===== src/rtl/icache_pkg.sv =====
package icache_pkg;

   typedef enum logic [0:0] {
      CTL_IDLE = 1'b0,
      CTL_FILL = 1'b1
   } ctl_state_e;

   // 2-bit sequence visiting 0,1,3,2 and back to 0
   function automatic logic [1:0] seq_next(input logic [1:0] cur);
      return {cur[0], ~cur[1]};
   endfunction

endpackage


===== src/rtl/icache_prng.sv =====
module icache_prng
   import icache_pkg::*;
#(
   parameter int SEL_W = 2
) (
   input  logic             clk,
   input  logic             rst_n,
   output logic [SEL_W-1:0] value
);

   if (SEL_W != 2) begin : g_bad_width
      $error("icache_prng: sequence is defined for a 2-bit selector only");
   end

   logic [SEL_W-1:0] state_q;

   always_ff @(posedge clk or negedge rst_n) begin
      if (!rst_n) state_q <= '0;
      else        state_q <= seq_next(state_q);
   end

   assign value = state_q;

endmodule


===== src/rtl/icache_lookup.sv =====
module icache_lookup #(
   parameter int WAYS  = 4,
   parameter int TAG_W = 25,
   localparam int WAY_W = $clog2(WAYS)
) (
   input  logic [WAYS-1:0]  way_present,
   input  logic [TAG_W-1:0] way_tag [WAYS],
   input  logic [TAG_W-1:0] probe_tag,
   output logic             hit,
   output logic [WAY_W-1:0] hit_way
);

   logic [WAYS-1:0] match;

   for (genvar w = 0; w < WAYS; w++) begin : g_cmp
      assign match[w] = way_present[w] && (way_tag[w] == probe_tag);
   end

   always_comb begin
      hit_way = '0;
      for (int w = WAYS - 1; w >= 0; w--) begin
         if (match[w]) hit_way = WAY_W'(w);
      end
   end

   assign hit = |match;

endmodule


===== src/rtl/icache_victim.sv =====
module icache_victim #(
   parameter int WAYS = 4,
   localparam int WAY_W = $clog2(WAYS)
) (
   input  logic [WAYS-1:0]  way_present,
   input  logic [WAY_W-1:0] random_way,
   output logic [WAY_W-1:0] victim
);

   always_comb begin
      victim = random_way;
      for (int w = WAYS - 1; w >= 0; w--) begin
         if (!way_present[w]) victim = WAY_W'(w);
      end
   end

endmodule


===== src/rtl/icache_ctrl.sv =====
module icache_ctrl
   import icache_pkg::*;
#(
   parameter int ADDR_W = 32,
   parameter int SETS   = 8,
   parameter int WAYS   = 4,
   parameter int HALF_W = 64
) (
   input  logic                  clk,
   input  logic                  rst_n,
   input  logic                  fetch_req,
   input  logic [ADDR_W-1:0]     fetch_addr,
   output logic                  fetch_rdy,
   output logic                  fetch_valid,
   output logic [HALF_W-1:0]     fetch_data,
   output logic                  mem_req,
   output logic [ADDR_W-1:0]     mem_addr,
   input  logic                  mem_ack,
   input  logic [2*HALF_W-1:0]   mem_line,
   input  logic                  inv_all,
   input  logic                  snoop_valid,
   input  logic                  snoop_write,
   input  logic [ADDR_W-1:0]     snoop_addr
);

   localparam int LINE_W     = 2 * HALF_W;
   localparam int LINE_BYTES = LINE_W / 8;
   localparam int OFF_W      = $clog2(LINE_BYTES);
   localparam int IDX_W      = $clog2(SETS);
   localparam int TAG_W      = ADDR_W - OFF_W - IDX_W;
   localparam int WAY_W      = $clog2(WAYS);

   if (WAYS != 4) begin : g_bad_ways
      $error("icache_ctrl: replacement sequence covers exactly four ways");
   end
   if (SETS < 2 || (SETS & (SETS - 1)) != 0) begin : g_bad_sets
      $error("icache_ctrl: SETS must be a power of two of at least 2");
   end
   if ((HALF_W % 8) != 0 || (LINE_BYTES & (LINE_BYTES - 1)) != 0) begin : g_bad_line
      $error("icache_ctrl: line must be a power-of-two number of bytes");
   end
   if (TAG_W < 1) begin : g_bad_addr
      $error("icache_ctrl: address too narrow for offset and index");
   end

   // ---------------- storage ----------------
   logic [WAYS-1:0]   vld_q [SETS];
   logic [WAYS-1:0]   vld_n [SETS];
   logic [TAG_W-1:0]  tag_q [SETS][WAYS];
   logic [LINE_W-1:0] dat_q [SETS][WAYS];

   // ---------------- address fields ----------------
   logic [IDX_W-1:0] f_idx, s_idx;
   logic [TAG_W-1:0] f_tag, s_tag;
   logic             f_half;

   assign f_idx  = fetch_addr[OFF_W +: IDX_W];
   assign f_tag  = fetch_addr[ADDR_W-1 -: TAG_W];
   assign f_half = fetch_addr[OFF_W-1];
   assign s_idx  = snoop_addr[OFF_W +: IDX_W];
   assign s_tag  = snoop_addr[ADDR_W-1 -: TAG_W];

   logic unused_low_bits;
   assign unused_low_bits = ^{fetch_addr[OFF_W-1:0], snoop_addr[OFF_W-1:0]};

   // ---------------- lookups ----------------
   logic [TAG_W-1:0] f_tags [WAYS];
   logic [TAG_W-1:0] s_tags [WAYS];

   always_comb begin
      for (int w = 0; w < WAYS; w++) begin
         f_tags[w] = tag_q[f_idx][w];
         s_tags[w] = tag_q[s_idx][w];
      end
   end

   logic             f_hit, s_hit;
   logic [WAY_W-1:0] f_hit_way, s_hit_way;

   icache_lookup #(.WAYS(WAYS), .TAG_W(TAG_W)) i_fetch_lookup (
      .way_present (vld_q[f_idx]),
      .way_tag     (f_tags),
      .probe_tag   (f_tag),
      .hit         (f_hit),
      .hit_way     (f_hit_way)
   );

   icache_lookup #(.WAYS(WAYS), .TAG_W(TAG_W)) i_snoop_lookup (
      .way_present (vld_q[s_idx]),
      .way_tag     (s_tags),
      .probe_tag   (s_tag),
      .hit         (s_hit),
      .hit_way     (s_hit_way)
   );

   // ---------------- replacement ----------------
   logic [WAY_W-1:0] rnd_way, victim_way;

   icache_prng #(.SEL_W(WAY_W)) i_prng (
      .clk   (clk),
      .rst_n (rst_n),
      .value (rnd_way)
   );

   icache_victim #(.WAYS(WAYS)) i_victim (
      .way_present (vld_q[f_idx]),
      .random_way  (rnd_way),
      .victim      (victim_way)
   );

   // ---------------- control ----------------
   ctl_state_e        state_q;
   logic              req_q;
   logic              rsp_v_q;
   logic [HALF_W-1:0] rsp_d_q;
   logic [TAG_W-1:0]  fill_tag_q;
   logic [IDX_W-1:0]  fill_idx_q;
   logic [WAY_W-1:0]  fill_way_q;
   logic              fill_half_q;
   logic              fill_done;
   logic [LINE_W-1:0] hit_line;

   assign fill_done = (state_q == CTL_FILL) && mem_ack;
   assign hit_line  = dat_q[f_idx][f_hit_way];

   always_ff @(posedge clk or negedge rst_n) begin
      if (!rst_n) begin
         state_q     <= CTL_IDLE;
         req_q       <= 1'b0;
         rsp_v_q     <= 1'b0;
         rsp_d_q     <= '0;
         fill_tag_q  <= '0;
         fill_idx_q  <= '0;
         fill_way_q  <= '0;
         fill_half_q <= 1'b0;
      end else begin
         rsp_v_q <= 1'b0;
         unique case (state_q)
            CTL_IDLE: begin
               if (fetch_req) begin
                  if (f_hit) begin
                     rsp_v_q <= 1'b1;
                     rsp_d_q <= f_half ? hit_line[LINE_W-1 -: HALF_W]
                                       : hit_line[HALF_W-1:0];
                  end else begin
                     state_q     <= CTL_FILL;
                     req_q       <= 1'b1;
                     fill_tag_q  <= f_tag;
                     fill_idx_q  <= f_idx;
                     fill_way_q  <= victim_way;
                     fill_half_q <= f_half;
                  end
               end
            end
            CTL_FILL: begin
               if (mem_ack) begin
                  state_q <= CTL_IDLE;
                  req_q   <= 1'b0;
                  rsp_v_q <= 1'b1;
                  rsp_d_q <= fill_half_q ? mem_line[LINE_W-1 -: HALF_W]
                                         : mem_line[HALF_W-1:0];
               end
            end
            default: state_q <= CTL_IDLE;
         endcase
      end
   end

   // presence flags: fill sets, snoop write clears, global drop wins
   always_comb begin
      for (int s = 0; s < SETS; s++) vld_n[s] = vld_q[s];
      if (fill_done) vld_n[fill_idx_q][fill_way_q] = 1'b1;
      if (snoop_valid && snoop_write && s_hit) vld_n[s_idx][s_hit_way] = 1'b0;
      if (inv_all) begin
         for (int s = 0; s < SETS; s++) vld_n[s] = '0;
      end
   end

   always_ff @(posedge clk or negedge rst_n) begin
      if (!rst_n) begin
         for (int s = 0; s < SETS; s++) vld_q[s] <= '0;
      end else begin
         for (int s = 0; s < SETS; s++) vld_q[s] <= vld_n[s];
      end
   end

   always_ff @(posedge clk) begin
      if (fill_done) begin
         tag_q[fill_idx_q][fill_way_q] <= fill_tag_q;
         dat_q[fill_idx_q][fill_way_q] <= mem_line;
      end
   end

   assign fetch_rdy   = (state_q == CTL_IDLE);
   assign fetch_valid = rsp_v_q;
   assign fetch_data  = rsp_d_q;
   assign mem_req     = req_q;
   assign mem_addr    = {fill_tag_q, fill_idx_q, {OFF_W{1'b0}}};

endmodule


===== config.mk =====
export PLATFORM = sky130hd
export DESIGN_NAME = icache_ctrl
export DESIGN_NICKNAME = d
export VERILOG_FILES = /design/src/rtl/icache_pkg.sv /design/src/rtl/icache_prng.sv /design/src/rtl/icache_lookup.sv /design/src/rtl/icache_victim.sv /design/src/rtl/icache_ctrl.sv
export SDC_FILE = /design/constraint.sdc
export NUM_CORES = 2
export LEC_CHECK = 0
export BUFFER_PORTS_ARGS = -buffer_cell sky130_fd_sc_hd__buf_2
export CAP_MARGIN = 20
export CELL_PAD_IN_SITES_DETAIL_PLACEMENT = 2
export CELL_PAD_IN_SITES_GLOBAL_PLACEMENT = 2
export CORE_MARGIN = 4
export CORE_UTILIZATION = 25
export DETAILED_ROUTE_END_ITERATION = 16
export GPL_ROUTABILITY_DRIVEN = 0
export PLACE_DENSITY_LB_ADDON = 0.1
export SKIP_LAST_GASP = 1
export SYNTH_ARGS = -nofsm -noshare
export SYNTH_HDL_FRONTEND = slang
export SYNTH_MEMORY_MAX_BITS = 65536
export SYNTH_SLANG_ARGS = --single-unit

===== constraint.sdc =====
create_clock -name clk -period 20.2 [get_ports clk]
set_input_delay 3.03 -clock clk [delete_from_list [all_inputs] [get_ports clk]]
set_output_delay 3.03 -clock clk [all_outputs]
set_load 0.01 [all_outputs]

=== Word level (Yosys, flattened, before mapping) ===
Memory sizes are Yosys's and may differ from the RTL's.
Cells that the tools add are included.

* Multiplexer cells: 57
* Equality and inequality tests: 12
* Bitwise gates (word level): 11
* $lt $le $gt $ge: 12
* Reduce and logical (&&, ||, !) cells: 21

{| class="wikitable"
|+ Operators by type and width
! operator !! number
|-
| 2-to-1 mux 512 bit || 1
|-
| 2-to-1 mux 128 bit || 3
|-
| 2-to-1 mux 64 bit || 5
|-
| binary-select mux 128 bit (select 2 bit) || 1
|-
| demux 128 bit (select 2 bit) || 1
|-
| == test 25 bit || 8
|-
| case mux 64 bit (2 select lines) || 1
|-
| 2-to-1 mux 100 bit || 1
|-
| 2-to-1 mux 32 bit || 3
|-
| demux 25 bit (select 2 bit) || 1
|-
| AND 32 bit || 1
|-
| inverter 32 bit || 1
|-
| OR 32 bit || 1
|-
| 2-to-1 mux 25 bit || 1
|-
| binary-select mux 4 bit (select 3 bit) || 2
|-
| demux 4 bit (select 3 bit) || 2
|-
| 2-to-1 mux 2 bit || 12
|-
| 2-to-1 mux 4 bit || 6
|-
| logical AND 1 bit || 16
|-
| >= comparator 4 bit (second input constant) || 3
|-
| 2-to-1 mux 1 bit || 12
|-
| inverter 3 -> 4 bit || 3
|-
| AND reduction 3 bit || 3
|-
| less-than comparator 4 x 1 -> 1 bit (second input constant) || 2
|-
| other kinds (11) || 23
|}

* Memories kept: 2
* Output and inout port bits: 99
* Word-level logic and storage cells: 132
* Bits in writable memories: 4896
* Register bits after elaboration: 132
* Input port bits: 199

{| class="wikitable"
|+ Memories
! memory !! words !! width !! read ports !! clocked after Yosys merged registers in !! write ports !! RTL line !! source
|-
| dat_q || 8 || 512 || 1 || 0 || 1 || icache_ctrl.sv:50 || <nowiki>logic [LINE_W-1:0] dat_q [SETS][WAYS];</nowiki>
|-
| tag_q || 8 || 100 || 2 || 0 || 1 || icache_ctrl.sv:49 || <nowiki>logic [TAG_W-1:0] tag_q [SETS][WAYS];</nowiki>
|}

=== Depth between registers and ports, before layout ===
* Word-level depth: 19
* Mapped depth: 21
* Mapped depth without buffers: 12

=== Modules after synthesis ===
A second synthesis with hierarchy kept.

* Cell total of the unflattened synthesis: 9600
* Area, all modules: 198815.7 um2

{| class="wikitable"
|+ Modules (own cells, without submodules)
! module !! times used !! cells each !! area an instance (um2) !! seq. area each (um2)
|-
| icache_ctrl || 1 || 9299 || 196328.3 || 150274.1
|-
| icache_lookup || 2 || 146 || 1199.9 || 0.0
|-
| icache_prng || 1 || 3 || 53.8 || 50.0
|-
| icache_victim || 1 || 6 || 33.8 || 0.0
|}

=== Worst setup path after synthesis ===
Ideal clock, no wire load.

* Kind: input to register
* Start point: in mem_ack
* End point: mem dat_q[3][384] (netlist bit) (enable)
* Path slack: 9.566 ns
* Data required time: 19.530 ns
* Setup time: 0.670 ns
* Buffers on the path: 1
* Data arrival time: 9.964 ns
* Cell stages on the path: 4
* Path through: nand2_1 > or3_1 > clkbuf_1 > nor2_1

* Longest elaborated chain between the ends: 3

{| class="wikitable"
|+ RTL lines
! item !! RTL line !! source
|-
| from (decl) || icache_ctrl.sv:18 || <nowiki>input logic mem_ack,</nowiki>
|-
| logical AND 1 bit || icache_ctrl.sv:123 || <nowiki>assign fill_done = (state_q == CTL_FILL) && mem_ack;</nowiki>
|-
| 2-to-1 mux 1 bit || icache_ctrl.sv:188 || <nowiki>if (fill_done) begin</nowiki>
|-
| 2-to-1 mux 512 bit (implied by the code) || icache_ctrl.sv:190 || <nowiki>dat_q[fill_idx_q][fill_way_q] <= mem_line;</nowiki>
|-
| to (decl) || icache_ctrl.sv:50 ||
|}

No other way between the ends.

=== Worst setup path in the final report ===
* Start point: in fetch_addr[4]
* End point: reg rsp_d_q[25], in the netlist fetch_data[25]

* Longest elaborated chain between the ends: 17
* Elaborated cells between the ends (all ways): 29
* Classes of those cells: 5 x eq/ne; 14 x mux; 2 x bitwise; 6 x reduce/logical; 2 x memory

{| class="wikitable"
|+ RTL lines
! item !! RTL line !! source
|-
| from (decl) || icache_ctrl.sv:12 || <nowiki>input logic [ADDR_W-1:0] fetch_addr,</nowiki>
|-
| parallel branches: the longest is 17 deep, another holds memory (8 x 100 bit) || - ||
|-
| to (signal assigned) || icache_ctrl.sv:143 || <nowiki>rsp_d_q <= f_half ? hit_line[LINE_W-1 -: HALF_W]</nowiki>
|-
| to (signal assigned) || icache_ctrl.sv:160 || <nowiki>rsp_d_q <= fill_half_q ? mem_line[LINE_W-1 -: HALF_W]</nowiki>
|-
| to (decl) || icache_ctrl.sv:115 || <nowiki>logic [HALF_W-1:0] rsp_d_q;</nowiki>
|}

Parallel ways; which one is timed is not known. The select of a mux whose other input is x is not followed.
A chain may end at the register's enable or synchronous reset.

==> impl_metrics.tcl <==
set metrics [dict create \
    route.vias.total 105589 \
    setup_slack_ns 9.382 \
    crit_top_cell "buf_4" \
    critPathTopFamily "buffers and inverters" \
    numCtsBuffers 604 \
    timing.final.crit_period_ns 10.82 \
    die-area_um2 818200 \
    grt_setup_unrepaired "no" \
    routed_wl_mm 789.2 \
    syn_area_per_cell_um2 20.79 \
    clock_skew_ns 0.06027 \
    critical-path-max-stage-delay_ns 0.77 \
    clock-root-buffer "clkbuf_16" \
    r2r_start "tag_q[5][70]" \
    placement.io_buffers 286 \
    rows 329 \
    fin_crit_sh_pct 53.56 \
    grt_start_max_net_pins 131 \
    slew_violations 0 \
    hold_ws_ns 0.3802 \
    ioPinCount 298 \
    hold_path_depth 0 \
    clk_path_buf_depth 4 \
    finalHoldViolations 0 \
    synthCells 9666 \
    postCtsSetupRepairBufs 0 \
    cts_sinks 5028 \
    postLayoutCoreUtil_pct 29.40 \
    ant_nets 0 \
    critPathArrivalTime_ns 11.74 \
    core_um2 801900 \
    reg2reg_to "fetch_data[25]" \
    leakagePower_nw 72.72 \
    min_from "i_prng.value[0]" \
    crit_slowest_cell "buf_4" \
    yosysTopAreaCellShare_pct 73.16 \
    wire_per_inst_um 36.83 \
    tightest_slew_ns 1.181 \
    relSlewSlack_pct 18.99 \
    async_reset_ff_share_pct 2.625 \
    synth_cell_types 83 \
    finalSetupViolCount 0 \
    dp_hpwl_mm 441.9 \
    path_cells "buf_12 -> buf_4 -> buf_4 -> mux4_2 -> mux2i_1 -> xor2_1 -> o211ai_1 -> nor4b_1 -> nand4_1 -> o21ai_4 -> and2_4 -> buf_4 -> buf_4 -> buf_4 -> mux2_2 -> a22o_1 -> nor4_1 -> o21ai_1" \
    worstSetupStartpointType "input pin" \
    grt.total_usage_pct 18.80 \
    path_max_fanout 55 \
    power.density_nw_per_um2 101.7 \
    cts_max_level 6 \
    ir_drop_uv 96.72 \
    grt_pass1_vias 116994 \
    ys.flop_type "edfxtp_1" \
    path_class "in -> reg" \
    layout-drive-gt1-share_pct 27.11 \
    grt_overflow 0 \
    initial_utilization_pct 25.06 \
    cts-resized-gates 0 \
    final_nets 10517 \
    hold_end "i_prng.value[1]" \
    clk_latency_ns 1.11 \
    cp.required_ns 21.12 \
    fin_setup_tns_ns 0 \
    post-place-ws_ns 7.932 \
    path_buf_inv 6 \
    drt-initial-drc-count 8890 \
    status "finished clean" \
    end_kind "flip-flop" \
    cts_tree "yes" \
    fmax_mhz 92.44 \
    ys_seq_elements 5028 \
    r2r_cells 15 \
    cap_violations 0 \
    viasPerCell 4.928 \
    die_height_um 904.6 \
    drc 0 \
    ctsHoldBuffers 0 \
    syn2layout_area_growth_pct 17.30 \
    grt_pass1_wl_mm 1067 \
    hold_class "reg -> reg" \
    yosys-top-cells-area "edfxtp_1 73%, mux4_2 13%, mux2i_1 3.3%" \
    clk_transition_reported_paths_ns 0.06 \
    yosysTopAreaCell "edfxtp_1" \
    synth_edf_count 4896 \
    grt_antenna_before_repair 112 \
    drtPass1Iterations 6 \
    reg2reg_setup_slack_ns 12.75 \
    die_w_um 904.6 \
    seq_area_frac_synth_pct 74.80 \
    yosysWarnings 0 \
    syn_area_um2 201000 \
]
## stage by stage
| step | total power [W] | instances | cell area, um2 |
|---|---|---|---|
| after CTS | 0.02439 | 21397 | 235500 |
| after global routing | 0.02488 | 21411 | 235700 |
| after global placement | 0.01368 | 20295 | 216600 |
| after detailed placement | 0.01372 | 20298 | 216700 |
| after floorplan | 0.01279 | 9669 | 201000 |
| final | 0.02399 | 21427 | 235700 |
## final cells by class
cell class	count	area (um2)
fillers	80399	566200
flip-flops and latches	5028	150300
multi-input cells	4029	48450
clock buffers	824	16420
well taps	10592	13250
repair buffers	639	4760
clock inverters	275	2407
inverters	16	61.31
diodes	24	60.06
## sequential cells by signal (all words and copies together) (netlist names)
register and count:
i_prng.value 2, dat_q 4096, fetch_valid 1, fill_half_q 1, state_q 1, tag_q 800
vld_q 32, fill_idx_q 3, fetch_data 64, mem_req 1, fill_tag_q 25, fill_way_q 2
## kinds of logic (layout without fill, tap and decap cells)
kind of cell	Yosys count	count (layout)	share of synthesized area, %
other	1	28	0.001866
AND/OR/NAND/NOR	803	803	1.981
flip-flops	5028	5028	74.80
AO/OA/AOI/OAI	1099	1099	3.984
buffers and inverters	612	1754	1.353
XOR/XNOR	161	161	0.7017
multiplexers	1962	1962	17.17
## cells in the mapped netlist, types with 18 or more instances
library cell,number
a211o_1,21
nand4_1,49
buf_1,52
nor3_1,49
a211oi_1,18
o22ai_1,138
buf_6,18
nor4_1,73
mux4_2,1170
clkbuf_1,387
xor2_1,73
a22oi_1,196
nand3_1,151
xnor2_1,88
o21ai_1,25
o22a_1,53
a21bo_2,84
mux2i_1,660
a31oi_1,22
nor2_1,226
a221oi_1,105
a2111oi_2,19
dfrtp_1,132
a22o_1,53
mux2_2,108
edfxtp_1,4896
buf_4,45
buf_2,94
o21ai_0,67
nand2_1,143
mux2_4,19
a21oi_1,223
## layout by cell type, fill, tap and decap left out, drive strengths merged, types with 11 or more instances in the layout
cell,count
nand2b,17
a31oi,22
or3,13
buf,638
nand3,151
mux2i,660
nand2,143
a22o,53
nor2,226
inv,50
and3,15
diode,24
a22oi,196
a221oi,105
mux4,1170
mux2,132
a211o,21
nand4,49
bufinv,26
a21bo,84
a21oi,223
xnor2,88
nor3,49
o21ai,93
clkinv,204
xor2,73
clkinvlp,11
o22a,53
o22ai,138
a2111oi,23
dfrtp,132
clkbuf,825
a211oi,19
nor4,74
edfxtp,4896
nand3b,13
## report_power, final
group	internal [W]	switching (W)	leakage, nW
clock network	0.00604	0.00448	9.16
registers	0.0117	0.000110	45.7
logic	0.000519	0.00113	17.9
## worst max-delay path by stage
stage / cells past startpoint / to / from
after floorplan: 4 / dat_q[3][384] / mem_ack
after global placement: 18 / fetch_data[0] / fetch_addr[4]
after detailed placement: 18 / fetch_data[25] / fetch_addr[4]
after CTS: 18 / fetch_data[25] / fetch_addr[4]
after global routing: 18 / fetch_data[25] / fetch_addr[4]
final: 18 / fetch_data[25] / fetch_addr[4]
## layer usage
layer	GRT usage, %	part of all wire (%)	up-vias
li1	-	-	42256
met1	24.76	43	59818
met2	33.08	51	2465
met3	2.442	3.7	1014
met4	4.108	2.4	36
met5	0	0.029	-
(Power assumes the default switching activity.)
